`src/rtl/ipi_pkg.sv`:
```
// Package: shared register offsets and the decoded register kind for the
// inter-processor interrupt bank. Assumes an 8-bit decoded offset.
package ipi_pkg;

    typedef enum logic [2:0] {
        RK_NONE,
        RK_STATUS,
        RK_ENABLE,
        RK_SET,
        RK_CLEAR,
        RK_MBOX,
        RK_SEND
    } reg_kind_t;

    localparam logic [7:0] OFF_STATUS  = 8'h00;
    localparam logic [7:0] OFF_ENABLE  = 8'h04;
    localparam logic [7:0] OFF_SET     = 8'h08;
    localparam logic [7:0] OFF_CLEAR   = 8'h0C;
    localparam logic [7:0] OFF_MBOX_LO = 8'h20;
    localparam logic [7:0] OFF_SEND    = 8'h40;

endpackage

```
`src/rtl/ipi_decode.sv`:
```
// Module: ipi_decode
// Turns the low 8 bits of a bus address into a register kind and a mailbox
// word index. Assumes word-aligned mailbox words from OFF_MBOX_LO upward;
// anything unmatched decodes to RK_NONE.
module ipi_decode
    import ipi_pkg::*;
#(
    parameter int MBOX_WORDS = 8,
    localparam int MBOX_IDX_W = (MBOX_WORDS > 1) ? $clog2(MBOX_WORDS) : 1
) (
    input  logic [7:0]            offset,
    output reg_kind_t             kind,
    output logic [MBOX_IDX_W-1:0] mbox_idx
);
    localparam int MBOX_LO  = int'(OFF_MBOX_LO);
    localparam int MBOX_END = MBOX_LO + 4 * MBOX_WORDS;

    logic [7:0] mbox_rel;

    // Relative byte offset into the mailbox area.
    assign mbox_rel = offset - OFF_MBOX_LO;

    // Classify the offset into one register kind.
    always_comb begin
        kind     = RK_NONE;
        mbox_idx = mbox_rel[MBOX_IDX_W+1:2];
        if (offset == OFF_STATUS)      kind = RK_STATUS;
        else if (offset == OFF_ENABLE) kind = RK_ENABLE;
        else if (offset == OFF_SET)    kind = RK_SET;
        else if (offset == OFF_CLEAR)  kind = RK_CLEAR;
        else if (offset == OFF_SEND)   kind = RK_SEND;
        else if (int'(offset) >= MBOX_LO && int'(offset) < MBOX_END
                 && offset[1:0] == 2'b00)
            kind = RK_MBOX;
    end
endmodule

```
`src/rtl/ipi_core_regs.sv`:
```
// Module: ipi_core_regs
// One core's register set: status, enable, mailbox words and the interrupt
// flop. The interrupt rises on a set that leaves an enabled bit pending and
// falls only on a clear that empties status while enable is nonzero.
// Assumes at most one of set_op, clr_op, en_we, mbox_we per cycle.
module ipi_core_regs #(
    parameter int DATA_W     = 32,
    parameter int MBOX_WORDS = 8,
    localparam int MBOX_IDX_W = (MBOX_WORDS > 1) ? $clog2(MBOX_WORDS) : 1
) (
    input  logic                  clk,
    input  logic                  rst_n,
    input  logic                  set_op,
    input  logic                  clr_op,
    input  logic [DATA_W-1:0]     op_mask,
    input  logic                  en_we,
    input  logic                  mbox_we,
    input  logic [MBOX_IDX_W-1:0] mbox_idx,
    input  logic [DATA_W-1:0]     wdata,
    output logic [DATA_W-1:0]     status_o,
    output logic [DATA_W-1:0]     enable_o,
    output logic [DATA_W-1:0]     mbox_rdata,
    output logic                  irq_o
);
    logic [DATA_W-1:0] status_q, status_nxt, enable_q;
    logic [DATA_W-1:0] mbox_q [MBOX_WORDS];
    logic              irq_q;

    // Next status after a set or clear operation.
    always_comb begin
        status_nxt = status_q;
        if (set_op)      status_nxt = status_q | op_mask;
        else if (clr_op) status_nxt = status_q & ~op_mask;
    end

    // Status and enable registers.
    always_ff @(posedge clk) begin
        if (!rst_n) begin
            status_q <= '0;
            enable_q <= '0;
        end else begin
            status_q <= status_nxt;
            if (en_we) enable_q <= wdata;
        end
    end

    // Interrupt level: raised by set, lowered only by an emptying clear.
    always_ff @(posedge clk) begin
        if (!rst_n) begin
            irq_q <= 1'b0;
        end else if (set_op && (status_nxt & enable_q) != '0) begin
            irq_q <= 1'b1;
        end else if (clr_op && status_nxt == '0 && enable_q != '0) begin
            irq_q <= 1'b0;
        end
    end

    // Mailbox word storage.
    always_ff @(posedge clk) begin
        if (!rst_n) begin
            for (int k = 0; k < MBOX_WORDS; k++) mbox_q[k] <= '0;
        end else if (mbox_we) begin
            mbox_q[mbox_idx] <= wdata;
        end
    end

    assign status_o   = status_q;
    assign enable_o   = enable_q;
    assign mbox_rdata = mbox_q[mbox_idx];
    assign irq_o      = irq_q;

    // the line only rises after a set operation.
    assert_irq_rise_R2: assert property (@(posedge clk) disable iff (!rst_n)
        $rose(irq_q) |-> $past(set_op));

    // the line only falls after a clear that left status empty.
    assert_irq_fall_R3: assert property (@(posedge clk) disable iff (!rst_n)
        $fell(irq_q) |-> ($past(clr_op) && status_q == '0));

    // an enable write alone never moves the line.
    assert_en_no_irq_R4: assert property (@(posedge clk) disable iff (!rst_n)
        $past(en_we) |-> $stable(irq_q));

    // status changes only through set or clear operations.
    assert_status_ro_R5: assert property (@(posedge clk) disable iff (!rst_n)
        (!$past(set_op) && !$past(clr_op)) |-> $stable(status_q));
endmodule

```
`src/rtl/ipi_bank.sv`:
```
// Module: ipi_bank
// Inter-processor interrupt bank with one register set per core, selected
// by the requester ID on each access. Decodes address bits 7:0 only, routes
// send-register writes into the target core's set path, and answers every
// access one cycle later. Assumes NUM_CORES >= 1 and one access per cycle.
module ipi_bank
    import ipi_pkg::*;
#(
    parameter int NUM_CORES  = 4,
    parameter int DATA_W     = 32,
    parameter int ADDR_W     = 16,
    parameter int ID_W       = 10,
    parameter int MBOX_WORDS = 8,
    parameter int VEC_W      = 5,
    parameter int TGT_LSB    = 16
) (
    input  logic                 clk,
    input  logic                 rst_n,
    input  logic                 bus_valid,
    input  logic                 bus_write,
    input  logic [ADDR_W-1:0]    bus_addr,
    input  logic [ID_W-1:0]      bus_core,
    input  logic [DATA_W-1:0]    bus_wdata,
    output logic                 bus_ack,
    output logic [DATA_W-1:0]    bus_rdata,
    output logic                 bus_err,
    output logic [NUM_CORES-1:0] irq
);
    localparam int MBOX_IDX_W = (MBOX_WORDS > 1) ? $clog2(MBOX_WORDS) : 1;
    localparam logic [ID_W-1:0] CORE_LIMIT = ID_W'(NUM_CORES);

    if (NUM_CORES < 1) begin : g_bad_cfg
        $error("ipi_bank: NUM_CORES must be at least 1");
    end

    reg_kind_t             kind;
    logic [MBOX_IDX_W-1:0] mbox_idx;
    logic                  req_hit, is_wr, send_wr, send_ok;
    logic [ID_W-1:0]       send_tgt;
    logic [DATA_W-1:0]     set_mask, rd_val;
    logic [DATA_W-1:0]     st_w [NUM_CORES];
    logic [DATA_W-1:0]     en_w [NUM_CORES];
    logic [DATA_W-1:0]     mb_w [NUM_CORES];

    ipi_decode #(.MBOX_WORDS(MBOX_WORDS)) u_decode (
        .offset   (bus_addr[7:0]),
        .kind     (kind),
        .mbox_idx (mbox_idx)
    );

    // Request qualifiers and the send-register fields.
    assign req_hit  = bus_valid && (bus_core < CORE_LIMIT);
    assign is_wr    = req_hit && bus_write;
    assign send_wr  = bus_valid && bus_write && (kind == RK_SEND);
    assign send_tgt = bus_wdata[TGT_LSB +: ID_W];
    assign send_ok  = send_tgt < CORE_LIMIT;
    assign set_mask = (kind == RK_SEND) ? (DATA_W'(1) << bus_wdata[VEC_W-1:0])
                                        : bus_wdata;

    for (genvar i = 0; i < NUM_CORES; i++) begin : g_core
        logic own, set_i, clr_i, en_i, mb_i;

        // Per-core strobes from the requester path and the send path.
        assign own   = is_wr && (bus_core == ID_W'(i));
        assign set_i = (own && kind == RK_SET)
                     || (send_wr && send_ok && send_tgt == ID_W'(i));
        assign clr_i = own && kind == RK_CLEAR;
        assign en_i  = own && kind == RK_ENABLE;
        assign mb_i  = own && kind == RK_MBOX;

        ipi_core_regs #(.DATA_W(DATA_W), .MBOX_WORDS(MBOX_WORDS)) u_regs (
            .clk        (clk),
            .rst_n      (rst_n),
            .set_op     (set_i),
            .clr_op     (clr_i),
            .op_mask    (set_mask),
            .en_we      (en_i),
            .mbox_we    (mb_i),
            .mbox_idx   (mbox_idx),
            .wdata      (bus_wdata),
            .status_o   (st_w[i]),
            .enable_o   (en_w[i]),
            .mbox_rdata (mb_w[i]),
            .irq_o      (irq[i])
        );
    end

    // Read mux over the requester's register set.
    always_comb begin
        rd_val = '0;
        if (req_hit && !bus_write) begin
            for (int i = 0; i < NUM_CORES; i++) begin
                if (bus_core == ID_W'(i)) begin
                    case (kind)
                        RK_STATUS: rd_val = st_w[i];
                        RK_ENABLE: rd_val = en_w[i];
                        RK_MBOX:   rd_val = mb_w[i];
                        default:   rd_val = '0;
                    endcase
                end
            end
        end
    end

    // Registered response one cycle after each access.
    always_ff @(posedge clk) begin
        if (!rst_n) begin
            bus_ack   <= 1'b0;
            bus_rdata <= '0;
            bus_err   <= 1'b0;
        end else begin
            bus_ack   <= bus_valid;
            bus_rdata <= rd_val;
            bus_err   <= send_wr && !send_ok;
        end
    end

    // an error answers only a write to the send register.
    assert_err_src_R9: assert property (@(posedge clk) disable iff (!rst_n)
        bus_err |-> $past(bus_valid && bus_write && bus_addr[7:0] == OFF_SEND));

    // reads from a core ID past the last core return zero.
    assert_bad_core_R7: assert property (@(posedge clk) disable iff (!rst_n)
        $past(bus_valid && !bus_write && bus_core >= CORE_LIMIT)
        |-> bus_rdata == '0);

    // a response strobe always follows a presented access.
    assert_ack_R12: assert property (@(posedge clk) disable iff (!rst_n)
        bus_ack |-> $past(bus_valid));
endmodule

```
`config.mk`:
```
export PLATFORM = sky130hd
export DESIGN_NAME = ipi_bank
export DESIGN_NICKNAME = d
export VERILOG_FILES = /design/src/rtl/ipi_pkg.sv /design/src/rtl/ipi_decode.sv /design/src/rtl/ipi_core_regs.sv /design/src/rtl/ipi_bank.sv
export SDC_FILE = /design/constraint.sdc
export NUM_CORES = 2
export LEC_CHECK = 0
export BUFFER_PORTS_ARGS = -buffer_cell sky130_fd_sc_hd__buf_2
export CAP_MARGIN = 15
export CORE_MARGIN = 2
export CORE_UTILIZATION = 57
export DETAILED_ROUTE_END_ITERATION = 10
export PLACE_DENSITY_LB_ADDON = 0.12
export SKIP_LAST_GASP = 1
export SYNTH_ARGS = -nofsm -noshare
export SYNTH_HDL_FRONTEND = slang
export SYNTH_SLANG_ARGS = --single-unit
```
`constraint.sdc`:
```
create_clock -name clk -period 4.6 [get_ports clk]
set_clock_uncertainty 0.05 [all_clocks]
set_input_delay 0.23 -clock clk [delete_from_list [all_inputs] [get_ports clk]]
set_output_delay 0.23 -clock clk [all_outputs]
set_load 0.1 [all_outputs]
```
# ---- Yosys cells after proc, flatten, opt, wreduce, memory -nomap -nowiden
# Memories as Yosys holds them, arrays and structs flattened.
# Index checks and enable logic that the tools add are counted.
dict set report op_classes {
  addsub 1
  magnitude_cmp 4
  n_eq_ne 16
  shifts 1
  mux 56
  bitwise_logic 13
  reduce_logical 76
}
# cell n
set ops {}
lappend ops {{$mux W32} 17}
lappend ops {{$pmux W32 S3} 4}
lappend ops {{$and A32 B32 Y32} 8}
lappend ops {{$reduce_bool A32 Y1} 8}
lappend ops {{$logic_not A32 Y1} 4}
lappend ops {{$or A32 B32 Y32} 4}
lappend ops {{$reduce_or A32 Y1} 4}
lappend ops {{$logic_and A1 B1 Y1} 45}
lappend ops {{$eq A10 B2 Y1 const B} 4}
lappend ops {{$not A32 Y32} 1}
lappend ops {{$shl A1 B5 Y32 const A} 1}
lappend ops {{$mux W3} 10}
lappend ops {{$mux W1} 25}
lappend ops {{$eq A10 B1 Y1 const B} 2}
lappend ops {{$logic_not A10 Y1} 2}
lappend ops {{$lt A10 B3 Y1 const B} 2}
lappend ops {{$eq A8 B4 Y1 const B} 2}
lappend ops {{$eq A3 B3 Y1 const B} 3}
lappend ops {{$eq A8 B3 Y1 const B} 1}
lappend ops {{$eq A8 B7 Y1 const B} 1}
lappend ops {{$ge A8 B6 Y1 const B} 1}
lappend ops {{$logic_not A8 Y1} 1}
lappend ops {{$lt A8 B7 Y1 const B} 1}
lappend ops {{$reduce_bool A2 Y1} 4}
lappend ops {{7 further kinds} 12}
dict set report word_totals {
  regBits 294
  mem_bits_rw 1024
  in_bits 62
  output_inout_bits 38
  mem_count 4
}
# name words width rd rd_ports_with_merged_regs wr line
set memory_table {}
lappend memory_table {{g_core[0].u_regs.mbox_q} 8 32 1 0 8 ipi_core_regs.sv:26} ;# logic [DATA_W-1:0] mbox_q [MBOX_WORDS];
lappend memory_table {{g_core[1].u_regs.mbox_q} 8 32 1 0 8 ipi_core_regs.sv:26}
lappend memory_table {{g_core[2].u_regs.mbox_q} 8 32 1 0 8 ipi_core_regs.sv:26}
lappend memory_table {{g_core[3].u_regs.mbox_q} 8 32 1 0 8 ipi_core_regs.sv:26}

# ---- Depth between registers and ports, before layout
dict set report logic_depth {
  word_depth 20
  mapped_depth 14
  ltp_nobuf 9
}

# ---- Cells and area by module
# A second synthesis with hierarchy kept.
dict set report unflattened {
  cells_unflattened 5183
  area_unflattened_um2 61771.7
}
# mod n_inst cells_per_inst area_per_inst_um2 seq_area_each_um2
set by_module_without_submodules {}
lappend by_module_without_submodules {{ipi_core_regs (g_core[2].u_regs ...)} 2 1129 14167.3 8988.6}
lappend by_module_without_submodules {{ipi_core_regs (g_core[0].u_regs ...)} 2 1130 14161.1 8988.6}
lappend by_module_without_submodules {ipi_bank 1 648 5006.1 680.7}
lappend by_module_without_submodules {ipi_decode 1 17 108.9 0.0}

# ---- Worst setup path after synthesis
# Ideal clock, no wire load.
dict set report synth_timing {
  kind {in2reg}
  start {input bus_addr[1]}
  end {memory g_core[2].u_regs.mbox_q[1][0], enable pin}
  setup_time_ns 0.466
  arrival_ns 4.147
  path_slack_ns -0.063
  stages 9
  path_buffers 4
  cell_sequence {or3_1 > clkbuf_1 > clkbuf_1 > nor2_1 > nand2_1 > or3_1 > clkbuf_1 > clkbuf_1 > o21ai_0}
}
# element line
set synth_lines {}
lappend synth_lines {{from (decl)} ipi_bank.sv:21} ;# input logic [ADDR_W-1:0] bus_addr,
lappend synth_lines {{to (decl)} ipi_core_regs.sv:26}

# ---- Worst setup path after layout
dict set report layout_timing {
  start {input bus_wdata[4]}
  end {register g_core[2].u_regs.irq_q}
}
dict set report layout_between {
  elab_chain_len 10
  elab_cells_between_ends 15
}
# element line
set layout_lines {}
lappend layout_lines {{from (decl)} ipi_bank.sv:23} ;# input logic [DATA_W-1:0] bus_wdata,
lappend layout_lines {{$shl A1 B5 Y32} ipi_bank.sv:57} ;# assign set_mask = (kind == RK_SEND) ? (DATA_W'(1) << bus_wdata[VEC_W-1:0])
lappend layout_lines {{$mux W32 (*)} ipi_bank.sv:57}
lappend layout_lines {{$not A32 Y32} ipi_core_regs.sv:33} ;# else if (clr_op) status_nxt = status_q & ~op_mask;
lappend layout_lines {{$and A32 B32 Y32} ipi_core_regs.sv:33}
lappend layout_lines {{$mux W32} ipi_core_regs.sv:33}
lappend layout_lines {{$mux W32 (*)} ipi_core_regs.sv:32} ;# if (set_op) status_nxt = status_q | op_mask;
lappend layout_lines {{$and A32 B32 Y32 / $logic_not A32 Y1 (equally long branches)} {ipi_core_regs.sv:51, ipi_core_regs.sv:53}}
lappend layout_lines {{$reduce_bool A32 Y1 / $logic_and A1 B1 Y1 (equally long branches)} {ipi_core_regs.sv:51, ipi_core_regs.sv:53}}
lappend layout_lines {{$logic_and A1 B1 Y1 (on tied branches)} {ipi_core_regs.sv:51, ipi_core_regs.sv:53}}
lappend layout_lines {{$mux W1 / $reduce_bool A2 Y1 (equally long branches)} --}
lappend layout_lines {{to (signal assigned)} ipi_core_regs.sv:50} ;# irq_q <= 1'b0;
lappend layout_lines {{to (signal assigned)} ipi_core_regs.sv:52} ;# irq_q <= 1'b1;
lappend layout_lines {{to (signal assigned)} ipi_core_regs.sv:54} ;# irq_q <= 1'b0;
lappend layout_lines {{to (decl)} ipi_core_regs.sv:27} ;# logic irq_q;
# Mark *: on every way between the ends. The rest lies on a longest branch, timed or not.
# A chain may end at the register's enable or synchronous reset.

==> impl_metrics.toml <==
[clock_tree]
cts_root_buf = "clkbuf_16"
post-cts-setup-buffer-count = 0
numCtsBuffers = 140
clkTransAtPathRegs_ps = 60
h-tree-depth = 4
cts_max_path_buffers = 3
cts_resized = 0
clkLatencyLatePin_ps = 780
tritoncts = "yes"
cts.sinks = 1318

[power]
power_density_nw_per_um2 = 376
power_uw = 26500
peakVddDrop_v = 0.000438
p_leak_uw = 0.0245

[flow_run]
cap_violations = 0

[route]
wl_per_cell_um = 33.2
dr.first_iter.drc_count = 6522
detail-route-antenna-nets = 0
drt_wl_total_mm = 221
vias = 44200
dr.pass1.iters = 7
via_per_inst = 6.63
drc = 0

[sta]
maxSlewHeadroom_pct = 12.7
setup_violations = 0
hold_viol = 0
post-route-period-util_pct = 86.0
worstMarginPinSlew_ps = 1310
max_clock_freq_mhz = 253
rsz0062_at_grt = "no"
layout_min_cycle_time_ps = 3960
report.final.slew_viol_count = 0
finalWorstSetupSlack_ps = 643

[yosys]
syn_nets = 5179
ys_ff_latch = 1318
synth_enable_flop_cells = 1024
synth.area.top_cells = "edfxtp_1 49%, and2_1 11%, dfxtp_1 9.4%"
synthArstFlopShare_pct = 0
yosys_most_used_dff = "edfxtp_1"
ys_seq_area_share_pct = 58.5
syn_inst = 5117
ys_warn_count = 0
syn_area_um2 = 62600
synth_cell_type_count = 74
yosysTopAreaCellShare_pct = 49.1
yosysTopAreaCell = "edfxtp_1"
syn_avg_cell_area_um2 = 12.2

[final_layout]
drive_above_1_share_pct = 17.7
final_common_cell = "and2_1"
layout_common_cells = "1100 x and2_1, 1024 x edfxtp_1, 357 x nand2_1, 294 x dfxtp_1, 256 x mux4_2"
stdcell_count = 6667
final_area_um2 = 70600
nets = 5190
areaGrowthSynthToFinish_pct = 12.7

[die]
io_pins = 100
die-width_um = 335
initial_core_util_pct = 57.5
die-area_um2 = 113000
chipHeight_um = 335
core-area_um2 = 109000
row_count = 121

[status]
status = "finished clean"

[placement]
port_buffers = 91
dp_slack_ps = 531
dp.cells = 6382
dpl.hpwl_mm = 143
place.gp.congestion = 1.04
placed_area_um2 = 65900

[worst_setup_path]
cp_slowest_cell = "a211oi_1"
startpoint_type = "primary input"
worst-setup-path-type = "in2reg"
worst-r2r-cell-count = 6
worstPathCellList = "dlygate4sd3_1, buf_2, buf_4, nor3_1, nand4_1, a211oi_1, o22ai_1, a22o_1, a221o_1, a2111oi_0, a31oi_1, a31o_1"
worstPathRequired_ps = 5220
crit_arrival_ps = 4570
slowest_delay_ps = 780
end_kind = "flip-flop"
cp_max_fo = 25

[global_route]
grt_pass1_vias = 42200
grt_max_degree = 146
grt_usage_pct = 39.5
antenna_found_initial = 21
grt.overflow.total = 0
grt_pass1_wl_mm = 312

[worst_hold_path]
hp-class = "in2reg"
hold_depth = 3
-- stage by stage --
step                      hold WS (ps)  utilization, %  setup TNS, ps
after floorplan                    324               -         -45620
after global placement             435            60.5              0
after detailed placement           432            60.5              0
after CTS                         23.6            64.8              0
after global routing              71.6            64.8              0
final                             68.1            64.8              0
-- power by group --
| part | internal [µW] | total, µW | switching (µW) |
|---|---|---|---|
| Clock | 6280 | 11100 | 4820 |
| Combinational | 678 | 2060 | 1380 |
| Sequential | 13200 | 13400 | 115 |
| Total | 20200 | 26500 | 6320 |
-- worst paths after layout --
kind	slack (ps)	start	endpoint
max reg2reg	1970	g_core[0].u_regs.mbox_q[7][6]	bus_rdata[6]
min	70	bus_wdata[16]	g_core[1].u_regs.enable_o[16]
min reg2reg	450	g_core[3].u_regs.enable_o[3]	g_core[3].u_regs.enable_o[3]
max	640	bus_wdata[4]	g_core[2].u_regs.irq_o
-- final cells by class --
type | count | area [µm²]
multi-input cells | 3242 | 24300
flip-flops and latches | 1318 | 36600
fillers | 8153 | 38300
clock inverters | 74 | 666
repair buffers | 384 | 3210
well taps | 1414 | 1770
inverters | 42 | 163
diodes | 10 | 25.0
clock buffers | 183 | 3810
-- per-layer routing --
metal / vias to the layer above / wire (µm) / global-route usage, % / part of all wire, %
li1: 18800 / - / - / -
met1: 22200 / 87800 / 56.8 / 40
met2: 2762 / 94800 / 56.5 / 43
met3: 477 / 27800 / 10.5 / 13
met4: 12 / 11000 / 17.8 / 5.0
met5: - / 65 / 0 / 0.029
-- state kept, by name, indices dropped and copies added (netlist names) --
name and flops:
g_core.u_regs.mbox_q 1024, bus_rdata 32, bus_err 1, g_core.u_regs.irq_o 4, g_core.u_regs.status_o 128, g_core.u_regs.enable_o 128
bus_ack 1
-- Yosys cell counts, types with 24 or more instances --
cell,n
a211oi_1,26
a21boi_0,162
a21oi_1,63
a221o_1,52
a221oi_1,59
a31oi_1,24
and2_1,1100
buf_1,46
clkbuf_1,446
dfxtp_1,294
edfxtp_1,1024
inv_1,41
mux2i_1,62
mux4_2,256
nand2_1,358
nand3_1,27
nand4_1,54
nor2_1,251
nor2b_1,34
nor3_1,58
nor4_1,61
o21a_1,116
o21ai_0,234
o22ai_1,38
-- kinds of logic after synthesis --
kind of cell	synth area share, %
AOI/OAI and AO/OA	10.1
buffers and inverters	3.43
muxes	10.5
and+or+nand+nor	17.5
DFF	58.5
-- repair_timing --
action | 4_1_cts | 5_1_grt
hold buffers | 18 | 0
endpoints found under the hold margin | 70 | 0
setup endpoints to repair | 0 | 0
-- critical path, delay by kind of cell --
family	cells	cell delay (ps)
AND/OR/NAND/NOR	2	670
buffers and inverters	3	1210
AO/OA/AOI/OAI	7	2470
(Power assumes the default switching activity.)
